--- src/rtl/stack_guard_pkg.sv ---
package stack_guard_pkg;
  localparam int unsigned NUM_BOUNDS = 2;
  typedef enum logic [0:0] {
    BND_LOW  = 1'b0,
    BND_HIGH = 1'b1
  } bound_sel_e;
endpackage

--- src/rtl/sg_addr_gen.sv ---
module sg_addr_gen #(
  parameter int unsigned AW     = 32,
  parameter int unsigned IW     = 5,
  parameter int unsigned SP_IDX = 1
) (
  input  logic          fmt_rr_i,
  input  logic [IW-1:0] ra_idx_i,
  input  logic [IW-1:0] rb_idx_i,
  input  logic [AW-1:0] ra_val_i,
  input  logic [AW-1:0] rb_val_i,
  input  logic [AW-1:0] imm_i,
  output logic [AW-1:0] addr_o,
  output logic          uses_sp_o
);
  localparam logic [IW-1:0] SP = IW'(SP_IDX);

  logic [AW-1:0] op_b;

  assign op_b      = fmt_rr_i ? rb_val_i : imm_i;
  assign addr_o    = ra_val_i + op_b;
  // index operand only counts in the register+register format
  assign uses_sp_o = (ra_idx_i == SP) || (fmt_rr_i && (rb_idx_i == SP));
endmodule

--- src/rtl/sg_bound_regs.sv ---
module sg_bound_regs
  import stack_guard_pkg::*;
#(
  parameter int unsigned AW        = 32,
  parameter int unsigned SW        = 14,
  parameter logic [SW-1:0] LOW_NUM  = 14'h800,
  parameter logic [SW-1:0] HIGH_NUM = 14'h802
) (
  input  logic          clk_i,
  input  logic          rst_ni,
  input  logic          wr_i,
  input  logic [SW-1:0] num_i,
  input  logic [AW-1:0] wdata_i,
  output logic [AW-1:0] rdata_o,
  output logic [AW-1:0] low_o,
  output logic [AW-1:0] high_o
);
  logic [AW-1:0] bnd_q   [NUM_BOUNDS];
  logic [NUM_BOUNDS-1:0] hit;

  for (genvar i = 0; i < NUM_BOUNDS; i++) begin : g_bnd
    localparam logic [SW-1:0] MY_NUM = (i == int'(BND_LOW)) ? LOW_NUM : HIGH_NUM;
    localparam logic [AW-1:0] RST_V  = (i == int'(BND_LOW)) ? '0 : '1;

    assign hit[i] = (num_i == MY_NUM);

    always_ff @(posedge clk_i or negedge rst_ni) begin
      if (!rst_ni)             bnd_q[i] <= RST_V;
      else if (wr_i && hit[i]) bnd_q[i] <= wdata_i;
    end
  end

  always_comb begin
    rdata_o = '0;
    for (int i = 0; i < NUM_BOUNDS; i++) begin
      if (hit[i]) rdata_o = bnd_q[i];
    end
  end

  assign low_o  = bnd_q[BND_LOW];
  assign high_o = bnd_q[BND_HIGH];
endmodule

--- src/rtl/sg_window_cmp.sv ---
module sg_window_cmp #(
  parameter int unsigned AW = 32
) (
  input  logic [AW-1:0] addr_i,
  input  logic [AW-1:0] low_i,
  input  logic [AW-1:0] high_i,
  output logic          outside_o
);
  logic below, above;

  // unsigned compares; limits are inclusive
  assign below     = addr_i < low_i;
  assign above     = addr_i > high_i;
  assign outside_o = below | above;
endmodule

--- src/rtl/stack_guard.sv ---
module stack_guard #(
  parameter int unsigned AW         = 32,
  parameter int unsigned IW         = 5,
  parameter int unsigned SW         = 14,
  parameter int unsigned CW         = 5,
  parameter int unsigned SP_IDX     = 1,
  parameter int unsigned CAUSE_CODE = 7,
  parameter logic [SW-1:0] LOW_NUM  = 14'h800,
  parameter logic [SW-1:0] HIGH_NUM = 14'h802
) (
  input  logic          clk_i,
  input  logic          rst_ni,
  input  logic          ls_valid_i,
  input  logic          fmt_rr_i,
  input  logic [IW-1:0] ra_idx_i,
  input  logic [IW-1:0] rb_idx_i,
  input  logic [AW-1:0] ra_val_i,
  input  logic [AW-1:0] rb_val_i,
  input  logic [AW-1:0] imm_i,
  input  logic          spr_wr_i,
  input  logic [SW-1:0] spr_addr_i,
  input  logic [AW-1:0] spr_wdata_i,
  output logic [AW-1:0] spr_rdata_o,
  output logic [AW-1:0] eff_addr_o,
  output logic          exc_req_o,
  output logic [AW-1:0] ear_o,
  output logic [CW-1:0] esr_o
);
  localparam logic [CW-1:0] CAUSE = CW'(CAUSE_CODE);

  logic          uses_sp;
  logic          outside;
  logic [AW-1:0] bnd_low, bnd_high;
  logic [AW-1:0] ear_q;
  logic [CW-1:0] esr_q;

  sg_addr_gen #(.AW(AW), .IW(IW), .SP_IDX(SP_IDX)) u_agen (
    .fmt_rr_i (fmt_rr_i),
    .ra_idx_i (ra_idx_i),
    .rb_idx_i (rb_idx_i),
    .ra_val_i (ra_val_i),
    .rb_val_i (rb_val_i),
    .imm_i    (imm_i),
    .addr_o   (eff_addr_o),
    .uses_sp_o(uses_sp)
  );

  sg_bound_regs #(.AW(AW), .SW(SW), .LOW_NUM(LOW_NUM), .HIGH_NUM(HIGH_NUM)) u_bnd (
    .clk_i  (clk_i),
    .rst_ni (rst_ni),
    .wr_i   (spr_wr_i),
    .num_i  (spr_addr_i),
    .wdata_i(spr_wdata_i),
    .rdata_o(spr_rdata_o),
    .low_o  (bnd_low),
    .high_o (bnd_high)
  );

  sg_window_cmp #(.AW(AW)) u_cmp (
    .addr_i   (eff_addr_o),
    .low_i    (bnd_low),
    .high_i   (bnd_high),
    .outside_o(outside)
  );

  assign exc_req_o = ls_valid_i & uses_sp & outside;

  always_ff @(posedge clk_i or negedge rst_ni) begin
    if (!rst_ni) begin
      ear_q <= '0;
      esr_q <= '0;
    end else if (exc_req_o) begin
      ear_q <= eff_addr_o;
      esr_q <= CAUSE;
    end
  end

  assign ear_o = ear_q;
  assign esr_o = esr_q;
endmodule

--- config.mk ---
export PLATFORM = sky130hd
export DESIGN_NAME = stack_guard
export DESIGN_NICKNAME = d
export VERILOG_FILES = /design/src/rtl/stack_guard_pkg.sv /design/src/rtl/sg_addr_gen.sv /design/src/rtl/sg_bound_regs.sv /design/src/rtl/sg_window_cmp.sv /design/src/rtl/stack_guard.sv
export SDC_FILE = /design/constraint.sdc
export NUM_CORES = 1
export LEC_CHECK = 0
export ABC_AREA = 1
export ABC_CLOCK_PERIOD_IN_PS = 6100
export BUFFER_PORTS_ARGS = -buffer_cell sky130_fd_sc_hd__buf_2
export CORE_ASPECT_RATIO = 1.4
export CORE_MARGIN = 5
export CORE_UTILIZATION = 30
export DETAILED_ROUTE_END_ITERATION = 16
export GPL_TIMING_DRIVEN = 1
export PLACE_DENSITY_LB_ADDON = 0.1
export SLEW_MARGIN = 15
export SYNTH_ARGS = -nofsm -noshare
export SYNTH_HDL_FRONTEND = slang
export SYNTH_SLANG_ARGS = --single-unit
--- constraint.sdc ---
create_clock -name clk_i -period 6.1 [get_ports clk_i]
set_clock_uncertainty 0.15 [all_clocks]
set_input_delay 0.915 -clock clk_i [delete_from_list [all_inputs] [get_ports clk_i]]
set_output_delay 0.915 -clock clk_i [all_outputs]
set_load 0.01 [all_outputs]
==> qor.csv, run 1 <==
metric,value,unit
outcome,finished clean,
hold_buffers,0,
yosysMostFrequentCell,nand2_1,
clk_path_buf_depth,2,
clk_latency,0.37,ns
wl_per_cell,16.9,µm
gp_congestion,0.884,
drtAntennaViolNets,0,
p_per_area,239,mW/mm²
grt_use_total,19.6,%
slew_violations,0,
drive_above_1_share,26.0,%
design.core.area,0.0277,mm²
ys_seq_elements,97,
worst_setup_path_start_kind,input port,
yosysTopAreaCellShare,19.9,%
grt_pass1_wl,47300,µm
ys.flop_type,dfrtp_1,
fill_cells,3023,
crit_type,in2out,
power_leakage,5.63,nW
wl,31100,µm
root_buffer,clkbuf_16,
antenna_cells,0,
die_w,151,µm
ioPinCount,259,
crit_fanout,27,
port_buffers,256,
die_h,208,µm
first_global_vias,8668,
period_needed,5.69,ns
via_per_inst,4.58,
yosys_warnings,0,
cts_setup_buffers,0,
synth_common_cells,"nand2_1, inv_1, ha_1",
synthArstFlopShare,100,%
cts_num_sinks,97,
cts_resized,0,
multi_input_area,0.00496,mm²
yosysUniqueCellTypes,37,
syn_avg_cell_area,6.88,µm²
cts_tree,yes,
regToRegSetupSlack,3.36,ns
via_count,8405,
ys_seq_area_share,29.4,%
synth_area_leader_cell,nand2_1,
area_growth,22.3,%
initial_core_util,30.3,%
netlist_instances,1219,
tightest_slew,0.862,ns
fin_util,37.1,%
relSlewSlack,42.5,%
worstHoldPathType,reg2reg,
overflow,0,
synth_edf_count,0,
ir_drop,0.139,mV
worstPathArrival,4.63,ns
worst_setup_path_end_kind,output pin,
fin_nets,1711,
synthTopCellsByArea,"nand2_1, dfrtp_1, ha_1",
final-setup-viol-count,0,
die_area,0.0314,mm²
hold_viol_final,0,
cts_max_level,3,
antenna_found_initial,0,
hpwl,25200,µm
row_count,72,
fmax,0.176,GHz
grt_setup_unrepaired,false,
firstDrtPassIters,4,
drt_iter0_markers,428,
seqCellArea,0.00247,mm²
drc,0,
cp.required,5.03,ns
clkTransAtPathRegs,0.07,ns
netlist_area,0.00839,mm²
fin_crit_sh,93.4,%
cts_made_buffers,9,
drv_cap,0,
grt_start_max_net_pins,65,
fin_tns_setup,0,ns
sequential cells by signal (all words and copies together) (netlist names):
register,flops
esr_o,1
u_bnd.low_o,32
u_bnd.high_o,32
ear_o,32
worst paths after layout:
check,startpoint,to,cells after the start
max,fmt_rr_i,exc_req_o,25
min,ear_o[17],ear_o[17],2
max reg2reg,u_bnd.high_o[7],ear_o[22],15
min reg2reg,ear_o[17],ear_o[17],2
max in group asynchronous,rst_ni,u_bnd.low_o[11],2
min in group asynchronous,rst_ni,u_bnd.low_o[8],1
metal layers:
layer  track usage (%)  part of all wire (%)  vias up
li1                  -                     -     4372
met1              23.2                    42     3804
met2              35.6                    52      194
met3              2.62                   4.3       35
met4              6.63                   2.6        0
met5                 0                     0        -
worst max-delay path, cell delays in order:
cell	delay [ns]
buf_2	0.11
inv_2	0.35
buf_4	0.24
nand2_1	0.05
nand2_1	0.06
ha_1	0.28
inv_1	0.12
o21ai_0	0.12
a21oi_1	0.24
nand2_1	0.08
a21oi_1	0.15
nand2_1	0.07
nand2_1	0.07
nand2_1	0.19
ha_1	0.37
nand2_1	0.09
nor2_1	0.17
nand4_1	0.20
nor4_1	0.28
nand2_1	0.09
nand2_1	0.06
nand2_1	0.07
nand2_2	0.11
inv_2	0.03
buf_2	0.13
report_power, final:
part	switching [W]	internal [W]
combinational	0.000672	0.000386
sequential	0.0000487	0.000731
clock	0.000285	0.000333
total	0.00101	0.00145
cell type report:
cell class              instances  share of cell area (%)
clock buffers                  11                    2.37
clock inverters                 5                   0.598
inverters                     186                    6.83
multi-input cells             899                    48.4
flip-flops and latches         97                    24.1
well taps                     370                    4.51
repair buffers                266                    13.2
through the flow:
stage / std cells / hold WS [ns] / area (µm²) / total power (W) / worst slack (ns)
2_1_floorplan: 1220 / 0.301 / 8390 / 0.00141 / 0.957
3_3_place_gp: 1818 / 0.301 / 9950 / 0.00187 / 0.355
3_5_place_dp: 1818 / 0.303 / 9950 / 0.00187 / 0.404
4_1_cts: 1834 / 0.322 / 10300 / 0.00251 / 0.396
5_1_grt: 1834 / 0.337 / 10300 / 0.00266 / 0.146
6_report: 1834 / 0.315 / 10300 / 0.00246 / 0.405
logic make-up (layout without fill, tap and decap cells):
family | Yosys count | after routing | synth area share (%)
AO/OA/AOI/OAI | 198 | 198 | 15.0
XOR/XNOR | 15 | 15 | 1.57
adder cells (fa/ha/maj) | 95 | 95 | 14.3
buffers and inverters | 224 | 468 | 11.4
flip-flops | 97 | 97 | 29.4
other | 1 | 2 | 0.0447
AND/OR/NAND/NOR | 589 | 589 | 28.2
cell usage in the layout (no fill, tap or decap), types with 11 or more instances in the layout:
cell | netlist | routed
o22ai_1 | 31 | 31
nand3_1 | 64 | 64
dfstp_2 | 32 | 32
o21ai_0 | 29 | 29
buf_2 | 6 | 255
o21ai_2 | 54 | 54
nand2_1 | 444 | 444
buf_4 | 5 | 11
xor2_1 | 14 | 14
nor2_1 | 53 | 53
inv_1 | 180 | 180
dfrtp_1 | 65 | 65
ha_1 | 94 | 94
a21oi_1 | 64 | 64
No activity file was read; power rests on OpenSTA's default activity.
==> run 2, diff against run 1 <==
--- a/config.mk
+++ b/config.mk
@@ -7,11 +7,11 @@
 export LEC_CHECK = 0
 export ABC_AREA = 1
 export ABC_CLOCK_PERIOD_IN_PS = 6100
-export BUFFER_PORTS_ARGS = -buffer_cell sky130_fd_sc_hd__buf_2
 export CORE_ASPECT_RATIO = 1.4
 export CORE_MARGIN = 5
 export CORE_UTILIZATION = 30
 export DETAILED_ROUTE_END_ITERATION = 16
+export DONT_BUFFER_PORTS = 1
 export GPL_TIMING_DRIVEN = 1
 export PLACE_DENSITY_LB_ADDON = 0.1
 export SLEW_MARGIN = 15
==> qor.csv, run 2 (synthesis gave the netlist of run 1 again) <==
metric,value,unit
fin_nets,1463,
cts_max_level,3,
dp.cells,1570,
met3_usage,4.06,%
p_comb_share,36.0,%
grt_setup_unrepaired,false,
ioPinCount,259,
port_buffers,0,
final-setup-viol-count,0,
cts_tree,yes,
antenna_found_initial,1,
design.core.area,0.0277,mm²
relSlewSlack,42.5,%
critPathBufInv,3,
hold-worst-slack,0.100,ns
drv_cap,0,
worst_setup_path_start_kind,input port,
drc,0,
ir_drop,0.112,mV
worstHoldPathType,in2async,
crit_top_cell,nand2_1,
met1_usage,21.3,%
seq_power_share,37.0,%
layout_commonest_cell,nand2_1,
hold_viol_final,0,
initial_core_util,30.3,%
final_cell_mix,"nand2_1, inv_1, ha_1",
internal-power,0.00136,W
period_needed,5.43,ns
grt_pass1_wl,44300,µm
die_w,151,µm
cp.required,5.03,ns
die_area,0.0314,mm²
clkTransAtPathRegs,0.07,ns
via_per_inst,4.73,
via_count,7503,
drt_iter0_markers,295,
firstDrtPassIters,5,
row_count,72,
grt_start_max_net_pins,98,
gp_congestion,0.884,
grt_use_total,18.5,%
drive_above_1_share,10.8,%
cp_cell_sequence,"inv_2, buf_4, nand2_1, nand2_1, ha_1, a21oi_1, o21ai_0, nand2_1, nand2_1, a21oi_1, nand2_1, nand2_1, nand2_1, ha_1, nand2_1, nor2_1, nand4_1, nor4_1, nand2_1, nand2_1, nand2_1, nand2_2, inv_2",
cts_made_buffers,9,
dpl-instance-area,0.00873,mm²
final_cell_area,0.00904,mm²
root_buffer,clkbuf_16,
clk_path_buf_depth,2,
slew_violations,0,
power.switching,0.000936,W
wl,29700,µm
gr-usage-met2,33.0,%
switching_share,40.8,%
outcome,finished clean,
crit_family,simple AND/OR/NAND/NOR gates,
fin_crit_sh,89.0,%
overflow,0,
fin_tns_setup,0,ns
area_growth,7.79,%
wl_per_cell,18.7,µm
worst_setup_path_end_kind,output pin,
drtAntennaViolNets,0,
tightest_slew,0.862,ns
critPathMaxStageDelay,0.36,ns
crit_type,in2out,
fin_util,32.7,%
power_leakage,4.58,nW
hold_buffers,0,
crit_fanout,33,
cts_setup_buffers,0,
first_global_vias,7679,
regToRegSetupSlack,3.36,ns
clockPowerShare,27.0,%
top_usage_layer,met2,
cts_resized,0,
die_h,208,µm
cts_num_sinks,97,
critPathSlowestCell,ha_1,
fmax,0.184,GHz
p_per_area,253,mW/mm²
finalNonFillerCells,1587,
worstPathArrival,4.37,ns
clk_latency,0.36,ns
hpwl,24100,µm
[run 2: cell count changes in the layout (fill, tap and decap cells not counted), sizes merged]
cell,previous run,this run
diode,0,1
buf,266,18
inv,186,185
clkinv,4,3
clkbuf,11,13
[run 2: layer usage]
| layer | vias up | part of all wire, % |
|---|---|---|
| met1 | 3395 | 40 |
| met4 | 0 | 2.9 |
| met3 | 36 | 6.5 |
| met2 | 203 | 50 |
| met5 | - | 0 |
| li1 | 3869 | - |
[run 2: worst paths after layout]
path,endpoint,from,depth (start not counted)
worst min register to register,u_bnd.high_o[20],u_bnd.high_o[20],2
max in group asynchronous,u_bnd.high_o[24],rst_ni,0
worst max-delay path,exc_req_o,fmt_rr_i,23
worst max register to register,ear_o[31],u_bnd.high_o[7],15
min in group clk_i,u_bnd.high_o[20],u_bnd.high_o[20],2
worst min-delay path,u_bnd.low_o[9],rst_ni,0
[run 2: through the flow]
step,setup WS (ns),total power (W)
final,0.668,0.00229
after global routing,0.243,0.00248
after CTS,0.614,0.00235
after detailed placement,0.622,0.00171
after global placement,0.574,0.00170
after floorplan,0.957,0.00141
[run 2: worst register-to-register path: stages (launching register included)]
cell and delay, ns:
dfstp_2 0.53, inv_1 0.05, ha_1 0.29, nand2_1 0.07, nor2_1 0.33, nand2_1 0.10, nand2_1 0.14, nand2_1 0.07
nand2_1 0.06, nand2_1 0.04, nand2_1 0.05, nand2_1 0.05, nand2_1 0.09, buf_4 0.37, nand3_1 0.20, nand2_1 0.10
[run 2: power by group through the flow]
stage	registers [W]	clock network (W)	logic, W
2_1_floorplan	0.000829	0	0.000578
3_3_place_gp	0.000865	0	0.000837
3_5_place_dp	0.000866	0	0.000841
4_1_cts	0.000854	0.000647	0.000844
5_1_grt	0.000859	0.000662	0.000956
6_report	0.000849	0.000618	0.000824
[run 2: cell type report]
type	count	area (µm²)
clock buffers	13	260
flip-flops and latches	97	2470
repair buffers	18	135
inverters	186	701
diodes	1	2.50
multi-input cells	899	4960
clock inverters	3	47.5
fillers	3144	18600
well taps	370	463
